--- src/rtl/trng_pkg.sv ---
package trng_pkg;
  localparam int unsigned AW = 12;
  localparam int unsigned NEV = 5;

  localparam logic [AW-1:0] A_EVT_MASK  = 12'h100;
  localparam logic [AW-1:0] A_EVT_STAT  = 12'h104;
  localparam logic [AW-1:0] A_EVT_CLR   = 12'h108;
  localparam logic [AW-1:0] A_OSC_SEL   = 12'h10C;
  localparam logic [AW-1:0] A_ENT_BASE  = 12'h114;
  localparam logic [AW-1:0] A_SRC_EN    = 12'h12C;
  localparam logic [AW-1:0] A_SMPL      = 12'h130;
  localparam logic [AW-1:0] A_DBG       = 12'h138;
  localparam logic [AW-1:0] A_SRST      = 12'h140;
  localparam logic [AW-1:0] A_CLK_EN    = 12'h1C4;
  localparam logic [AW-1:0] A_DMA_EN    = 12'h1C8;
  localparam logic [AW-1:0] A_WDOG      = 12'h1D8;
  localparam logic [AW-1:0] A_HOST_PEND = 12'hA00;
  localparam logic [AW-1:0] A_HOST_MASK = 12'hA04;
  localparam logic [AW-1:0] A_HOST_CLR  = 12'hA08;
  localparam logic [AW-1:0] A_PWR_DN    = 12'hA78;
  localparam logic [AW-1:0] A_IDLE      = 12'hF10;

  // event status bit positions
  localparam int unsigned EV_SAMPLE = 0;
  localparam int unsigned EV_ACORR  = 1;
  localparam int unsigned EV_CRNGT  = 2;
  localparam int unsigned EV_VN     = 3;
  localparam int unsigned EV_WDOG   = 4;

  localparam int unsigned HOST_BIT = 10;
endpackage

--- src/rtl/trng_evt_ctrl.sv ---
module trng_evt_ctrl
  import trng_pkg::*;
(
  input  logic           clk,
  input  logic           rst_n,
  input  logic           flush,
  input  logic [NEV-1:0] ev_set,
  input  logic           mask_we,
  input  logic [NEV-1:0] mask_val,
  input  logic           clr_we,
  input  logic [NEV-1:0] clr_val,
  input  logic           hmask_we,
  input  logic           hmask_val,
  input  logic           hclr_we,
  input  logic           hclr_val,
  output logic [NEV-1:0] mask_q,
  output logic [NEV-1:0] stat_q,
  output logic           hpend_q,
  output logic           hmask_q,
  output logic           irq
);
  logic [NEV-1:0] clr_bits;
  logic           any_unmasked;

  assign clr_bits     = clr_we ? clr_val : '0;
  assign any_unmasked = |(stat_q & ~mask_q);

  always_ff @(posedge clk or negedge rst_n) begin
    if (!rst_n) begin
      mask_q <= '1;
    end else if (mask_we) begin
      mask_q <= mask_val;
    end
  end

  // new events win over a clear in the same cycle
  always_ff @(posedge clk or negedge rst_n) begin
    if (!rst_n) begin
      stat_q <= '0;
    end else if (flush) begin
      stat_q <= '0;
    end else begin
      stat_q <= (stat_q & ~clr_bits) | ev_set;
    end
  end

  always_ff @(posedge clk or negedge rst_n) begin
    if (!rst_n) begin
      hmask_q <= 1'b1;
      hpend_q <= 1'b0;
    end else begin
      if (hmask_we) hmask_q <= hmask_val;
      hpend_q <= any_unmasked | (hpend_q & ~(hclr_we & hclr_val));
    end
  end

  assign irq = hpend_q & ~hmask_q;
endmodule

--- src/rtl/trng_ent_store.sv ---
module trng_ent_store #(
  parameter int unsigned WORDS = 6,
  localparam int unsigned IDXW = (WORDS > 1) ? $clog2(WORDS) : 1
) (
  input  logic                  clk,
  input  logic                  rst_n,
  input  logic                  flush,
  input  logic                  cap,
  input  logic [WORDS*32-1:0]   cap_data,
  input  logic                  rd_en,
  input  logic [IDXW-1:0]       rd_idx,
  output logic [31:0]           rd_word
);
  logic [31:0] word_q [WORDS];

  for (genvar k = 0; k < WORDS; k++) begin : g_word
    always_ff @(posedge clk or negedge rst_n) begin
      if (!rst_n) begin
        word_q[k] <= '0;
      end else if (flush) begin
        word_q[k] <= '0;
      end else if (cap) begin
        word_q[k] <= cap_data[32*k +: 32];
      end else if (rd_en && rd_idx == IDXW'(k)) begin
        word_q[k] <= '0;
      end
    end
  end

  always_comb begin
    rd_word = '0;
    for (int k = 0; k < WORDS; k++) begin
      if (rd_idx == IDXW'(k)) rd_word = word_q[k];
    end
  end
endmodule

--- src/rtl/trng_wdog.sv ---
module trng_wdog #(
  parameter int unsigned CW = 32
) (
  input  logic          clk,
  input  logic          rst_n,
  input  logic          load,
  input  logic [CW-1:0] load_val,
  input  logic          run,
  output logic          expire
);
  logic [CW-1:0] cnt_q;
  logic          armed_q;

  assign expire = armed_q & run & (cnt_q == '0);

  always_ff @(posedge clk or negedge rst_n) begin
    if (!rst_n) begin
      cnt_q   <= '0;
      armed_q <= 1'b0;
    end else if (load) begin
      cnt_q   <= load_val;
      armed_q <= 1'b1;
    end else if (!run || expire) begin
      armed_q <= 1'b0;
    end else if (armed_q) begin
      cnt_q <= cnt_q - 1'b1;
    end
  end
endmodule

--- src/rtl/trng_regfile.sv ---
module trng_regfile
  import trng_pkg::*;
#(
  parameter int unsigned WORDS      = 6,
  parameter int unsigned RST_CYCLES = 4,
  parameter int unsigned OSC_W      = 2,
  parameter int unsigned DBG_W      = 4
) (
  input  logic                 clk,
  input  logic                 rst_n,
  input  logic                 bus_en,
  input  logic                 bus_we,
  input  logic [11:0]          bus_addr,
  input  logic [31:0]          bus_wdata,
  output logic                 bus_rvalid,
  output logic [31:0]          bus_rdata,
  input  logic                 ent_valid,
  output logic                 ent_ready,
  input  logic [WORDS*32-1:0]  ent_data,
  input  logic                 ev_autocorr,
  input  logic                 ev_crngt,
  input  logic                 ev_vn,
  output logic                 src_en,
  output logic                 rng_clk_en,
  output logic [OSC_W-1:0]     osc_sel,
  output logic [31:0]          sample_cnt,
  output logic                 pwr_down,
  output logic                 irq
);
  localparam int unsigned IDXW = (WORDS > 1) ? $clog2(WORDS) : 1;
  localparam int unsigned RCW  = $clog2(RST_CYCLES + 1);
  localparam logic [AW-1:0] ENT_LAST = A_ENT_BASE + AW'(4 * (WORDS - 1));

  logic wr, rd;
  assign wr = bus_en & bus_we;
  assign rd = bus_en & ~bus_we;

  // ---------------- reset sequence ----------------
  logic [RCW-1:0] rst_cnt_q;
  logic           busy, srst_go;
  assign srst_go = wr && bus_addr == A_SRST && bus_wdata[0];
  assign busy    = rst_cnt_q != '0;

  always_ff @(posedge clk or negedge rst_n) begin
    if (!rst_n)       rst_cnt_q <= '0;
    else if (srst_go) rst_cnt_q <= RCW'(RST_CYCLES);
    else if (busy)    rst_cnt_q <= rst_cnt_q - 1'b1;
  end

  // ---------------- configuration registers ----------------
  logic [DBG_W-1:0] dbg_q;
  logic             dma_q;
  logic [31:0]      wdog_val_q;
  logic             src_rise;
  assign src_rise = wr && bus_addr == A_SRC_EN && bus_wdata[0] && !src_en && !busy && !srst_go;

  always_ff @(posedge clk or negedge rst_n) begin
    if (!rst_n) begin
      src_en     <= 1'b0;
      rng_clk_en <= 1'b0;
      sample_cnt <= '0;
      osc_sel    <= '0;
      dbg_q      <= '0;
      dma_q      <= 1'b0;
      wdog_val_q <= '0;
      pwr_down   <= 1'b0;
    end else if (srst_go) begin
      src_en     <= 1'b0;
      rng_clk_en <= 1'b0;
      sample_cnt <= '0;
    end else if (wr) begin
      case (bus_addr)
        A_SRC_EN:  if (!busy) src_en <= bus_wdata[0];
        A_CLK_EN:  rng_clk_en <= bus_wdata[0];
        A_SMPL:    if (rng_clk_en && !busy) sample_cnt <= bus_wdata;
        A_OSC_SEL: osc_sel <= bus_wdata[OSC_W-1:0];
        A_DBG:     dbg_q <= bus_wdata[DBG_W-1:0];
        A_DMA_EN:  dma_q <= bus_wdata[0];
        A_WDOG:    wdog_val_q <= bus_wdata;
        A_PWR_DN:  pwr_down <= bus_wdata[0];
        default: ;
      endcase
    end
  end

  // ---------------- events and interrupts ----------------
  logic [NEV-1:0] mask_q, stat_q, ev_set;
  logic           hpend_q, hmask_q, accept, wd_expire;

  assign ent_ready = src_en & ~busy & ~stat_q[EV_SAMPLE];
  assign accept    = ent_valid & ent_ready;

  always_comb begin
    ev_set = '0;
    ev_set[EV_SAMPLE] = accept;
    ev_set[EV_ACORR]  = ev_autocorr;
    ev_set[EV_CRNGT]  = ev_crngt;
    ev_set[EV_VN]     = ev_vn;
    ev_set[EV_WDOG]   = wd_expire;
    if (busy) ev_set = '0;
  end

  trng_evt_ctrl u_evt (
    .clk       (clk),
    .rst_n     (rst_n),
    .flush     (srst_go),
    .ev_set    (ev_set),
    .mask_we   (wr && bus_addr == A_EVT_MASK),
    .mask_val  (bus_wdata[NEV-1:0]),
    .clr_we    (wr && bus_addr == A_EVT_CLR),
    .clr_val   (bus_wdata[NEV-1:0]),
    .hmask_we  (wr && bus_addr == A_HOST_MASK),
    .hmask_val (bus_wdata[HOST_BIT]),
    .hclr_we   (wr && bus_addr == A_HOST_CLR),
    .hclr_val  (bus_wdata[HOST_BIT]),
    .mask_q    (mask_q),
    .stat_q    (stat_q),
    .hpend_q   (hpend_q),
    .hmask_q   (hmask_q),
    .irq       (irq)
  );

  trng_wdog #(.CW(32)) u_wdog (
    .clk      (clk),
    .rst_n    (rst_n),
    .load     (src_rise),
    .load_val (wdog_val_q),
    .run      (src_en & ~busy & ~stat_q[EV_SAMPLE]),
    .expire   (wd_expire)
  );

  // ---------------- entropy words ----------------
  logic            ent_hit;
  logic [AW-1:0]   ent_off;
  logic [IDXW-1:0] ent_idx;
  logic [31:0]     ent_word;

  assign ent_off = bus_addr - A_ENT_BASE;
  assign ent_idx = ent_off[IDXW+1:2];
  assign ent_hit = bus_addr >= A_ENT_BASE && bus_addr <= ENT_LAST && bus_addr[1:0] == 2'b00;

  trng_ent_store #(.WORDS(WORDS)) u_store (
    .clk      (clk),
    .rst_n    (rst_n),
    .flush    (srst_go),
    .cap      (accept),
    .cap_data (ent_data),
    .rd_en    (rd && ent_hit),
    .rd_idx   (ent_idx),
    .rd_word  (ent_word)
  );

  // ---------------- read path ----------------
  logic [31:0] rd_mux;
  always_comb begin
    rd_mux = '0;
    case (bus_addr)
      A_EVT_MASK:  rd_mux = 32'(mask_q);
      A_EVT_STAT:  rd_mux = 32'(stat_q);
      A_OSC_SEL:   rd_mux = 32'(osc_sel);
      A_SRC_EN:    rd_mux = 32'(src_en);
      A_SMPL:      rd_mux = sample_cnt;
      A_DBG:       rd_mux = 32'(dbg_q);
      A_CLK_EN:    rd_mux = 32'(rng_clk_en);
      A_DMA_EN:    rd_mux = 32'(dma_q);
      A_WDOG:      rd_mux = wdog_val_q;
      A_HOST_PEND: rd_mux = 32'(hpend_q) << HOST_BIT;
      A_HOST_MASK: rd_mux = 32'(hmask_q) << HOST_BIT;
      A_PWR_DN:    rd_mux = 32'(pwr_down);
      A_IDLE:      rd_mux = 32'(!busy);
      default:     rd_mux = ent_hit ? ent_word : '0;
    endcase
  end

  always_ff @(posedge clk or negedge rst_n) begin
    if (!rst_n) begin
      bus_rvalid <= 1'b0;
      bus_rdata  <= '0;
    end else begin
      bus_rvalid <= rd;
      if (rd) bus_rdata <= rd_mux;
    end
  end
endmodule

--- config.mk ---
export PLATFORM = sky130hd
export DESIGN_NAME = trng_regfile
export DESIGN_NICKNAME = d
export VERILOG_FILES = /design/src/rtl/trng_pkg.sv /design/src/rtl/trng_evt_ctrl.sv /design/src/rtl/trng_ent_store.sv /design/src/rtl/trng_wdog.sv /design/src/rtl/trng_regfile.sv
export SDC_FILE = /design/constraint.sdc
export NUM_CORES = 1
export LEC_CHECK = 0
export BUFFER_PORTS_ARGS = -buffer_cell sky130_fd_sc_hd__buf_2
export CAP_MARGIN = 20
export CELL_PAD_IN_SITES_DETAIL_PLACEMENT = 2
export CELL_PAD_IN_SITES_GLOBAL_PLACEMENT = 2
export CORE_ASPECT_RATIO = 0.6
export CORE_MARGIN = 4
export CORE_UTILIZATION = 29
export CTS_CLUSTER_DIAMETER = 100
export CTS_CLUSTER_SIZE = 30
export DETAILED_ROUTE_END_ITERATION = 7
export PLACE_DENSITY = 0.63
export SLEW_MARGIN = 20
export SYNTH_ARGS = -nofsm -noshare
export SYNTH_HDL_FRONTEND = slang
export SYNTH_SLANG_ARGS = --single-unit
--- constraint.sdc ---
create_clock -name clk -period 2.5 [get_ports clk]
set_input_delay 0.125 -clock clk [delete_from_list [all_inputs] [get_ports clk]]
set_output_delay 0.125 -clock clk [all_outputs]
set_load 0.02 [all_outputs]
==> impl_metrics.py <==
metrics = {
    "run_status": {
        "status": "finished, final reports clean",
    },
    "global_route": {
        "grt_pass1_vias": 17000,
        "grt_max_degree": 79,
        "grt_pass1_wl_um": 111000,
        "grt_use_total_pct": 24.4,
        "overflow": 0,
        "grt_antenna_before_repair": 9,
    },
    "worst_setup_path": {
        "rr_endpoint": "u_wdog.cnt_q[27]",
        "cp-endpoint": "u_wdog.cnt_q[27]",
        "cp-end-kind": "flop",
        "critPathBufInv": 3,
        "crit_path_max_fanout": 15,
        "cp_top_family": "simple AND/OR/NAND/NOR gates",
        "cpMaxStageDelayCell": "or3b_2",
        "cp.arrival_ns": 2.91,
        "rr_startpoint": "u_wdog.cnt_q[0]",
        "startpoint_type": "flop",
        "required_ns": 2.96,
        "max_stage_delay_ns": 0.47,
        "r2r_slack_ns": 0.05,
        "crit_chain": "inv_2, ha_1, or3b_2, nor4_4, and4_1, buf_6, nor4_4, buf_4, xnor2_1, o21ai_1",
        "setup.worst_path.start": "u_wdog.cnt_q[0]",
        "cp.depth": 10,
        "path_class": "reg -> reg",
        "cp_common_cell": "nor4_4",
        "reg2regPathDepth": 10,
    },
    "clocking": {
        "cts_max_level": 1,
        "root_buffer": "clkbuf_16",
        "clockBufferDepth": 3,
        "clk_pin_slew_worst_paths_ns": 0.12,
        "cts_inserted_buffers": 16,
        "clock_sinks": 347,
        "clock_latency_ns": 0.55,
        "cts_tree": "done",
    },
    "sta": {
        "layout_worst_path_cycle_share_pct": 98.0,
        "setup_violations": 0,
        "period_needed_ns": 2.45,
        "finalHoldViolCount": 0,
        "hold_ws_ns": 0.119,
        "final-max-slew-violation-count": 0,
        "slew_headroom_pct": 48.3,
        "rsz0062_at_grt": "true",
        "worst_clock_skew_ns": 0.0408,
        "setup_tns_ns": 0,
        "tightest_slew_ns": 0.775,
        "fmax_mhz": 408,
    },
    "yosys": {
        "synth_area_mm2": 0.0160,
        "syn_nets": 1683,
        "async_flop_share_pct": 100,
        "synth_cell_types": 79,
        "syn_area_per_cell_um2": 11.2,
        "synth_ff_type": "dfrtp_1",
        "synth_cells": 1434,
        "ys_ff_latch": 347,
        "yosys_warnings": 0,
        "synth-edff-count": 0,
        "yosysSeqAreaShare_pct": 54.3,
    },
    "cells_and_area": {
        "final_cell_mix": "dfrtp_1 (340), buf_2 (314), dlygate4sd3_1 (231)",
        "fin_nets": 2277,
        "area_growth_syn_to_layout_pct": 39.3,
        "fin_util_pct": 41.0,
        "final_cells": 2755,
        "layout_commonest_cell": "dfrtp_1",
        "final_layout_size_suffix_gt1_share_pct": 27.8,
    },
    "power_and_ir_drop": {
        "worst_ir_drop_vdd_uv": 370,
        "power_density_mw_per_mm2": 485,
        "p_leak_uw": 0.0104,
    },
    "floorplan": {
        "num_rows": 66,
        "coreArea_mm2": 0.0544,
        "die-area_mm2": 0.0591,
        "num_io_pins": 316,
        "die_x_um": 311,
        "die_height_um": 190,
        "start_util_pct": 29.4,
    },
    "min_path": {
        "hp-class": "in -> reg",
    },
    "placement": {
        "gp_congestion": 0.885,
        "hpwl_um": 50800,
        "dp_cells": 2483,
        "io_buffer_count": 315,
    },
    "detailed_routing": {
        "drcViolationCount": 0,
        "wl_per_cell_um": 26.7,
        "drt-vias-per-instance": 5.51,
        "drt-initial-drc-count": 953,
        "vias": 15200,
        "wirelength_um": 73700,
        "antenna_left": 0,
        "drt_pass1_iterations": 5,
    },
    "job": {
        "max_cap_viol_count": 0,
    },
}
[power breakdown]
| group | leakage (uW) | internal, uW | switching, uW |
|---|---|---|---|
| clock | 0.000235 | 1300 | 2040 |
| combinational | 0.00549 | 757 | 908 |
| sequential | 0.00463 | 5710 | 85.1 |
| total | 0.0104 | 7770 | 3040 |
[repair_timing]
action,in CTS,in global routing
endpoints found under the hold margin,341,0
hold buffers,231,0
cloned,2,0
gates resized for setup,2,19
setup buffers,0,7
setup endpoints to repair,31,29
pin swaps,0,6
[flip-flops by register name (all words and copies together), names as in the netlist, 2 cells and up]
signal          count
bus_rdata          32
dbg_q               4
osc_sel             2
rst_cnt_q           3
sample_cnt         32
u_evt.mask_q        5
u_evt.stat_q        5
u_store.word_q    192
u_wdog.cnt_q       32
wdog_val_q         32
[logic make-up (layout without fill, tap and decap cells)]
logic type | after synthesis | in the layout | synth area share [%]
AO/OA/AOI/OAI | 552 | 554 | 26.5
flip-flops | 347 | 347 | 54.3
AND/OR/NAND/NOR | 340 | 340 | 10.8
buffers and inverters | 130 | 728 | 3.99
multiplexers | 53 | 53 | 3.69
XOR/XNOR | 7 | 7 | 0.383
adder cells (fa/ha/maj) | 5 | 5 | 0.391
other | 0 | 7 | 0
[cell usage after synthesis, types with 6 or more instances]
cell type	n	area share, %
dfrtp_1	341	53
a22o_1	227	12
nand2_1	103	2.4
nor2_1	92	2.2
o21ai_0	81	2.5
clkbuf_1	73	1.7
a21oi_1	67	2.1
a221oi_1	48	2.6
mux2_2	28	2.0
a211oi_1	26	1.2
nor3_1	26	0.81
buf_2	22	0.69
mux2_1	20	1.4
o211a_1	20	1.3
nor4_1	19	0.74
nand3_1	18	0.56
buf_6	14	0.98
a221o_1	13	0.81
inv_1	13	0.30
a22oi_1	11	0.52
nand2b_1	9	0.35
or4_1	9	0.42
a21o_1	8	0.38
nand4_1	7	0.27
o211ai_1	7	0.33
xnor2_1	7	0.38
and3_1	6	0.23
dfstp_2	6	0.98
nor2b_1	6	0.23
o22a_1	6	0.33
o22ai_1	6	0.23
or3_1	6	0.23
[layer usage]
layer | wire length [um] | global-route usage, % | vias up
li1 | - | - | 6683
met1 | 34300 | 34.3 | 8043
met2 | 34300 | 40.1 | 379
met3 | 3470 | 3.77 | 81
met4 | 1610 | 5.32 | 4
met5 | 25 | 0 | -
[worst min path at each step]
stage	from	end	slack, ns	depth (start not counted)
2_1_floorplan	rst_n	bus_rdata[0]	-0.17	0
3_3_place_gp	rst_n	u_store.word_q[117]	0.19	1
6_report	bus_addr[6]	pwr_down	0.12	5
5_1_grt	bus_addr[6]	pwr_down	0.14	5
3_5_place_dp	rst_n	u_store.word_q[123]	0.19	1
4_1_cts	bus_addr[6]	pwr_down	0.1	5
[tightest hold or removal path: stages]
cell	delay [ns]
buf_2	0.15
nand2_1	0.08
nor4_1	0.06
nand2_1	0.07
mux2_2	0.15
[cell type report]
cell class / instances / area [um^2]
timing repair buffer: 689 / 5310
fill: 5639 / 32100
antenna: 7 / 17.5
tap: 714 / 893
clock buffer: 20 / 437
inverter: 15 / 56.3
sequential: 347 / 8690
multi-input combinational: 959 / 6840
clock inverter: 4 / 57.6
[per-stage QoR]
stage	instance area, um^2	setup slack [ns]	total power, uW
final	22300	0.0505	10800
after global routing	22300	-0.0387	11300
after global placement	19300	-0.286	7210
after CTS	22100	0.00140	10900
after detailed placement	19300	-0.278	7240
after floorplan	16000	0.135	6390
(Power assumes the default switching activity.)
